### config.mk
export PLATFORM = sky130hd
export DESIGN_NAME = ind_bus_bridge
export DESIGN_NICKNAME = d
export VERILOG_FILES = /design/src/rtl/ind_bus_bridge.sv
export SDC_FILE = /design/constraint.sdc
export NUM_CORES = 1
export LEC_CHECK = 0
export ABC_AREA = 1
export BUFFER_PORTS_ARGS = -buffer_cell sky130_fd_sc_hd__buf_4
export CAP_MARGIN = 20
export CORE_UTILIZATION = 45
export DETAILED_ROUTE_END_ITERATION = 7
export GPL_TIMING_DRIVEN = 1
export PLACE_DENSITY = 0.72
export SLEW_MARGIN = 20
export SYNTH_ARGS = -nofsm -noshare
export SYNTH_HDL_FRONTEND = slang
export SYNTH_SLANG_ARGS = --single-unit
export TNS_END_PERCENT = 1
### constraint.sdc
create_clock -name clk -period 1.9 [get_ports clk]
set_clock_uncertainty 0.05 [all_clocks]
set_input_delay 0.38 -clock clk [delete_from_list [all_inputs] [get_ports clk]]
set_output_delay 0.38 -clock clk [all_outputs]
set_load 0.01 [all_outputs]
### src/rtl/ind_bus_bridge.sv
module ind_bus_bridge #(
  parameter int HADDR_W = 8
) (
  input  logic               clk,
  input  logic               rst_n,
  input  logic               hst_valid,
  input  logic               hst_write,
  input  logic [HADDR_W-1:0] hst_addr,
  input  logic [1:0]         hst_size,
  input  logic [63:0]        hst_wdata,
  output logic               hst_rvalid,
  output logic [63:0]        hst_rdata,
  output logic               bus_valid,
  output logic               bus_write,
  output logic [31:0]        bus_addr,
  output logic [3:0]         bus_size,
  output logic [31:0]        bus_wdata,
  input  logic               bus_ready,
  input  logic               bus_error,
  input  logic [31:0]        bus_rdata
);
  localparam logic [1:0] SEL_CMD  = 2'd0;
  localparam logic [1:0] SEL_STAT = 2'd2;
  localparam logic [1:0] SEL_DATA = 2'd3;
  localparam logic [1:0] FULL     = 2'd3;
  localparam int DONE_BIT = 11;
  localparam int RD_LSB   = 26;
  localparam int DIR_BIT  = 48;

  logic [31:0] data_q;
  logic [63:0] stat_q;
  logic [63:0] rd_val;
  logic [63:0] result;
  logic [31:0] rd_field;
  logic [1:0]  sel;
  logic        full_acc, host_rd, finish;

  assign sel      = hst_addr[4:3];
  assign full_acc = hst_valid && (hst_size == FULL);
  assign host_rd  = full_acc && !hst_write;
  assign finish   = bus_valid && (bus_ready || bus_error);
  assign rd_field = bus_write ? 32'h0 : (bus_error ? 32'hFFFF_FFFF : bus_rdata);
  assign result   = (64'(1) << DONE_BIT) | (64'(rd_field) << RD_LSB);

  always_comb begin
    rd_val = '0;
    if (host_rd) begin
      case (sel)
        SEL_STAT: rd_val = bus_valid ? 64'h0 : stat_q;
        SEL_DATA: rd_val = {data_q, 32'h0};
        default:  rd_val = '0;
      endcase
    end
  end

  always_ff @(posedge clk) begin
    if (!rst_n) begin
      hst_rvalid <= 1'b0;
      hst_rdata  <= '0;
      bus_valid  <= 1'b0;
      bus_write  <= 1'b0;
      bus_addr   <= '0;
      bus_size   <= '0;
      bus_wdata  <= '0;
      data_q     <= '0;
      stat_q     <= '0;
    end else begin
      hst_rvalid <= hst_valid && !hst_write;
      if (hst_valid && !hst_write) hst_rdata <= rd_val;
      if (full_acc && hst_write && sel == SEL_DATA) data_q <= hst_wdata[63:32];
      if (finish) begin
        bus_valid <= 1'b0;
        stat_q    <= result;
      end else if (host_rd && sel == SEL_STAT && !bus_valid) begin
        stat_q <= '0;
      end
      if (full_acc && hst_write && sel == SEL_CMD && !bus_valid) begin
        bus_valid <= 1'b1;
        bus_write <= !hst_wdata[DIR_BIT];
        bus_addr  <= hst_wdata[31:0];
        bus_size  <= hst_wdata[59:56];
        bus_wdata <= data_q;
      end
    end
  end
endmodule

# Word level (Yosys, flattened, before mapping)
# Cells that the tools add are included.
# Widths: inputs -> output; s select.
# word_totals
reg_bits	200
in_bits	112
out_inout_bits	135
elab_cells	38
# classes
eq_ne	3
muxes	9
reduce_logical	17
# ops
op	count
$mux 58	3
$pmux 64 s2	1
$mux 32	2
$mux 64	1
$logic_and 1x1->1	10
$eq 2x2->1 const B	3
$reduce_bool 2->1	2
$logic_not 1->1	3
$logic_not 2->1	1
$mux 1	2
$logic_or 1x1->1	1

# Depth between registers and ports, before layout
# Gate-level depths: netlist of the first run.
# depth
depth_word	7
mapped_depth	9
depth_no_buf	7

# Least setup slack after synthesis of the first run
# No wires, ideal clock.
# synth_timing
path_kind	input to register
startpoint	input hst_size[0]
endpoint	register bus_addr[0]
t_arrival_ps	1212
path_slack_ps	525
cell_stages	9
path_buffers	2
cell_sequence	nand2_1 inv_2 nand3_2 nor2_2 buf_4 buf_4 nand2_1 nand2_1 nor2_1
# synth_via
elab_chain_cells	5
# synth_lines
item	line	text
from (decl)	9	input logic [1:0] hst_size,
$eq 2x2->1	39	assign full_acc = hst_valid && (hst_size == FULL);
$logic_and 1x1->1	39	
$logic_and 1x1->1 (3 in series)	77	if (full_acc && hst_write && sel == SEL_CMD && !bus_valid) begin
to (signal assigned)	80	bus_addr <= hst_wdata[31:0];
to (decl)	15	output logic [31:0] bus_addr,
# No other way between the ends.
# A chain may end at the register's enable or synchronous reset.

# Worst setup path after layout of the first run
# layout_timing
startpoint	register bus_valid
endpoint	register bus_addr[8]
# layout_via
elab_chain_cells	2
# layout_lines
item	line	text
from (decl)	13	output logic bus_valid,
from (signal assigned)	60	bus_valid <= 1'b0;
from (signal assigned)	72	bus_valid <= 1'b0;
from (signal assigned)	78	bus_valid <= 1'b1;
$logic_not 1->1	77	
$logic_and 1x1->1	77	
# No other way between the ends.

==> impl_metrics.yaml, run 1 <==
outcome:
  status: "finished clean"
worst_hold_path:
  hp-class: "input port to flop"
pwr:
  seqPwrFrac_pct: 45.0
  p_leak_nw: 4.40
  p_int_mw: 6.56
  clkPwrFrac_pct: 48.1
  pwr-share-comb_pct: 6.8
  switching_share_pct: 20.8
  switchingPower_mw: 1.72
  ir_drop_mv: 0.651
  power_density_mw_per_mm2: 839
yosys:
  synthTopCellsByCount: "nand2_1 (368), nor2_1 (206), dfxtp_1 (175)"
  ys_ff_latch: 175
  synth_area_mm2: 0.00749
  yosysWarnings: 0
  syn_inst: 1116
  ys_types: 23
  synth_enable_flop_cells: 0
  netlist.area_leader.share_pct: 46.8
  yosys_most_used_dff: "dfxtp_1"
  synthTopCellsByArea: "dfxtp_1 (47%), nand2_1 (18%), nor2_1 (10%)"
  synth.most_common_cell: "nand2_1"
  yosysSeqAreaShare_pct: 46.8
  synth_top_area_cell: "dfxtp_1"
  synth.avg_cell_area_um2: 6.71
  async_flop_share_pct: 0
route:
  vias: 6917
  drc: 0
  first_iter_violations: 505
  wl_um: 19100
  vias_per_cell: 4.52
  dr.pass1.iters: 4
  wire_per_inst_um: 12.4
  final_antenna_net_count: 0
sta:
  tns_ps: 0
  drv_slew: 0
  final.min_clock_period_ps: 1500
  layout_setup_ws_ps: 401
  setup_violations: 0
  rsz0062_at_grt: "no"
  hold_viol: 0
  finalCritPeriodShare_pct: 78.9
  max_freq_ghz: 0.667
clock_tree:
  cts_tree: "done"
  htreeDepth: 4
  clk_pin_slew_ps: 60
  post_cts_buffers: 0
  cts_made_buffers: 17
  clock_sink_count: 175
  cts_max_path_buffers: 2
  clkLatencyLatePin_ps: 420
  cts_root_buf: "clkbuf_16"
  hold_buffers: 0
  ctsResizeCount: 0
finish:
  fin_nets: 1415
  antennaDiodeCount: 0
  drive_gt1_share_pct: 23.3
  areaGrowthSynthToFinish_pct: 31.8
  final_area_mm2: 0.00987
global_route:
  grt_overflow_total: 0
  grt_antenna_before_repair: 0
  grt_pass1_vias: 5935
  track_usage_pct: 22.6
  grt_pass1_wl_um: 29900
  grt_max_degree: 93
setup_path:
  worst_ep_arrival_time_ps: 1770
  cp_max_fo: 85
  critPathLaunchType: "flop"
  cp_data_required_time_ps: 2170
  end_kind: "flop"
  path_class: "flop to flop"
floorplan:
  fp.dieW_um: 131
  start_util_pct: 46.6
  num_rows: 46
  die_h_um: 131
  dieArea_mm2: 0.0172
  io_pins: 247
  core_mm2: 0.0161
placement:
  pre_cts_ws_ps: 191
  place_hpwl_um: 13100
  dpl_cell_area_mm2: 0.00919
  place_congestion: 0.843
  port_buffers: 215
run:
  cap_violations: 0
-- per-stage QoR --
stage	cells	total power [mW]	utilization, %	hold WS, ps
5_1_grt	1532	8.60	61.5	167
6_report	1532	8.28	61.5	155
3_5_place_dp	1500	4.38	57.2	404
4_1_cts	1532	8.36	61.5	132
2_1_floorplan	1140	4.14	-	390
3_3_place_gp	1500	4.37	57.2	397
-- sequential cells by signal, summed over array words and instances, names as in the netlist --
name	count
data_q	32
stat_q	33
bus_valid	1
bus_addr	32
bus_wdata	32
hst_rvalid	1
bus_size	4
bus_write	1
hst_rdata	39
-- kinds of logic (layout without fill, tap and decap cells) --
group / Yosys count / count (layout) / synth area share [%]
other: 1 / 25 / 0.0501
flip-flops: 175 / 175 / 46.8
buffers and inverters: 193 / 369 / 11.9
AO/OA/AOI/OAI: 100 / 100 / 6.73
AND/OR/NAND/NOR: 647 / 647 / 34.5
-- worst max-delay path: stages, from the launching register on --
cell     delay [ps]
dfxtp_1         380
inv_2            80
nand3_1         120
nor2_4          200
buf_12          330
nand2_1         100
nand2_1          70
nor2_1           40
-- metal layers --
layer	global-route usage (%)	vias up	share of wire [%]
met5	0	-	0
met4	7.44	0	1.6
met3	5.54	20	6.7
met2	35.2	186	46
met1	30.6	3044	45
li1	-	3667	-
-- cell type report --
class                   instances  area (um^2)
clock buffers                  23          478
clock inverters                 9          203
fillers                      1559         6190
inverters                     104          390
multi-input cells             772         3190
flip-flops and latches        175         3500
well taps                     216          270
repair buffers                233         1840
-- power by group through the flow --
stage	Combinational [mW]	Sequential, mW	Clock [mW]
global placement	0.560	3.81	0
global route	0.636	3.73	4.23
floorplan	0.325	3.81	0
detailed placement	0.567	3.81	0
finish	0.566	3.73	3.99
CTS	0.569	3.73	4.06
-- cells in the final DEF (no fill, tap or decap), drive strengths merged --
cell type,instances
a21oi,73
nand4,1
clkinv,3
dfxtp,175
nand3,34
inv,104
bufinv,6
o21ai,27
clkbuf,23
nor3,1
nand2,369
nor2,210
or2,32
conb,25
buf,233
-- path summary, 6_finish.rpt --
kind	start	end	slack, ps	depth (start not counted)
min	hst_wdata[48]	bus_write	160	4
max reg2reg	bus_valid	bus_addr[8]	400	7
max	bus_valid	bus_addr[8]	400	7
min reg2reg	hst_rdata[55]	hst_rdata[55]	410	2
No activity file was read; power rests on OpenSTA's default activity.
==> inputs of run 2 (changes only) <==
--- a/config.mk
+++ b/config.mk
@@ -5,13 +5,13 @@
 export SDC_FILE = /design/constraint.sdc
 export NUM_CORES = 1
 export LEC_CHECK = 0
-export ABC_AREA = 1
+export ABC_AREA = 0
 export BUFFER_PORTS_ARGS = -buffer_cell sky130_fd_sc_hd__buf_4
 export CAP_MARGIN = 20
 export CORE_UTILIZATION = 45
 export DETAILED_ROUTE_END_ITERATION = 7
 export GPL_TIMING_DRIVEN = 1
-export PLACE_DENSITY = 0.72
+export PLACE_DENSITY = 0.74
 export SLEW_MARGIN = 20
 export SYNTH_ARGS = -nofsm -noshare
 export SYNTH_HDL_FRONTEND = slang
==> constraint.sdc (replaced) <==
create_clock -name clk -period 1.4 [get_ports clk]
set_clock_uncertainty 0.05 [all_clocks]
set_input_delay 0.28 -clock clk [delete_from_list [all_inputs] [get_ports clk]]
set_output_delay 0.28 -clock clk [all_outputs]
set_load 0.01 [all_outputs]
==> run 2 against run 1 <==
Effect of this change: the flow now finishes with violations (DRC, setup timing); highest routed layer unchanged; global-route usage shrank 0.67 points; cell count shrank 27%; first-iteration DRC count shrank 26%; synthesized cell count shrank 36%; wire length shrank 8.1%; largest cell class unchanged; combinational power grew 22%.
==> impl_metrics.yaml, run 2 <==
sta:
  slew_headroom_pct: 64.4
  worst_pin_slew_ps: 534
  finalCritPeriodShare_pct: 114
  holdWs_ps: 56.5
  hold_viol: 0
  rsz0062_at_grt: "yes"
  layout_setup_ws_ps: -190
  drv_slew: 0
  final.min_clock_period_ps: 1590
  setup_violations: 104
  max_freq_ghz: 0.629
global_route:
  grt_antenna_before_repair: 0
  grt_pass1_vias: 5334
  grt_pass1_wl_um: 27200
  grt_max_degree: 85
  grt_overflow_total: 0
  track_usage_pct: 21.9
yosys:
  ys_ff_latch: 175
  synth.avg_cell_area_um2: 9.63
  synthTopCellsByCount: "dfxtp_1 (175), nand2_1 (173), mux2i_1 (101)"
  yosysWarnings: 0
  netlist.area_leader.share_pct: 51.0
  synth.most_common_cell: "dfxtp_1"
  ys_types: 30
  synth_top_area_cell: "dfxtp_1"
  yosysSeqAreaShare_pct: 51.0
  synth_enable_flop_cells: 0
  synthTopCellsByArea: "dfxtp_1 (51%), mux2i_1 (15%), nand2_1 (9.5%)"
  yosys_most_used_dff: "dfxtp_1"
  syn_inst: 713
  async_flop_share_pct: 0
  synth_area_mm2: 0.00687
finish:
  final_util_pct: 64.3
  layout_common_cells: "buf_4 (240), dfxtp_1 (174), nand2_1 (173), mux2i_1 (100), a21oi_1 (58)"
  drive_gt1_share_pct: 31.3
  largest_reg_flops: 39
  antennaDiodeCount: 0
  fillers: 1227
  top_register: "hst_rdata"
  areaGrowthSynthToFinish_pct: 37.6
  layout_commonest_cell: "buf_4"
  seqCellArea_mm2: 0.00351
  multi_input_area_mm2: 0.00304
  fin_nets: 1037
  stdcell_count: 1122
  top_regs: "hst_rdata: 39 flops, stat_q: 33 flops"
floorplan:
  start_util_pct: 46.7
  die_h_um: 126
  num_rows: 44
  dieArea_mm2: 0.0158
  core_mm2: 0.0147
  fp.dieW_um: 126
  io_pins: 247
route:
  vias_per_cell: 5.11
  final_antenna_net_count: 0
  vias: 5729
  wl_um: 17500
  first_iter_violations: 375
  drc: 17
  dr.pass1.iters: 8
  wire_per_inst_um: 15.6
pwr:
  switching_share_pct: 22.1
  ir_drop_mv: 0.780
  clkPwrFrac_pct: 45.1
  switchingPower_mw: 2.29
  pwr-share-comb_pct: 6.7
  p_int_mw: 8.10
  seqPwrFrac_pct: 48.2
  p_leak_nw: 3.82
  total_power_mw: 10.4
  power_density_mw_per_mm2: 1100
setup_path:
  path_class: "flop to flop"
  worst_ep_arrival_time_ps: 1840
  end_kind: "flop"
  cp_data_required_time_ps: 1650
  critPathLaunchType: "flop"
  cp_max_fo: 26
outcome:
  violations: "DRC, setup timing"
  status: "finished, violations left"
placement:
  place_congestion: 0.799
  pre_cts_ws_ps: -293
  port_buffers: 215
  place_hpwl_um: 12100
  dp_cells: 1089
clock_tree:
  clock_sink_count: 175
  cts_tree: "done"
  cts_max_path_buffers: 2
  cts_root_buf: "clkbuf_16"
  clkLatencyLatePin_ps: 420
  clk_pin_slew_ps: 70
  post_cts_buffers: 0
  htreeDepth: 4
  cts_made_buffers: 17
worst_hold_path:
  hp-class: "input port to flop"
run:
  cap_violations: 0
==> run 2: final timing paths <==
kind | endpoint | slack, ps | cells past startpoint | startpoint
max reg2reg | stat_q[34] | -190 | 4 | bus_valid
min reg2reg | bus_size[2] | 400 | 2 | bus_size[2]
min | bus_addr[11] | 60 | 3 | hst_wdata[11]
max | stat_q[34] | -190 | 4 | bus_valid
==> run 2: logic make-up after synthesis <==
| logic type | synth area share (%) |
|---|---|
| and+or+nand+nor | 13.8 |
| other | 0.0546 |
| DFF | 51.0 |
| buffers and inverters | 6.71 |
| muxes | 14.7 |
| AOI/OAI and AO/OA | 13.7 |
==> run 2: final cells by class <==
type	instances	share of cell area [%]
Sequential cell	175	37.1
Multi-Input combinational cell	475	32.2
Timing Repair Buffer	255	22.0
Clock buffer	23	5.06
Tap cell	184	2.44
Clock inverter	9	1.14
Inverter	1	0.0397
==> run 2: worst max-delay path, stage by stage (launching register included) <==
cell	delay [ps]
dfxtp_4	350
or4b_4	490
o211a_1	250
buf_12	170
o2bb2ai_1	140
==> run 2: stage by stage <==
step                TNS [ps]  area [um^2]
detailed placement    -29890         8790
global route          -16760         9450
floorplan              -6740         6960
global placement      -29110         8790
CTS                   -11700         9420
finish                -12120         9450
==> run 2: routing by layer <==
layer,track usage (%),routed length [um]
met1,27.6,7590
met2,35.5,8390
met3,6.59,1310
met4,7.68,233
met5,0,0
==> run 2: power by group through the flow <==
stage,clock (mW),sequential (mW),combinational [mW]
after detailed placement,0,5.12,0.685
after global routing,4.98,5.01,0.748
after floorplan,0,5.12,0.368
after CTS,4.76,5.01,0.691
after global placement,0,5.12,0.678
final,4.69,5.01,0.693
==> run 2: timing repair <==
item                       CTS  global route
pin swaps                    4             4
gates resized for setup      4             7
hold buffers                 0             0
gates cloned                 1             0
setup endpoints to repair  104           111
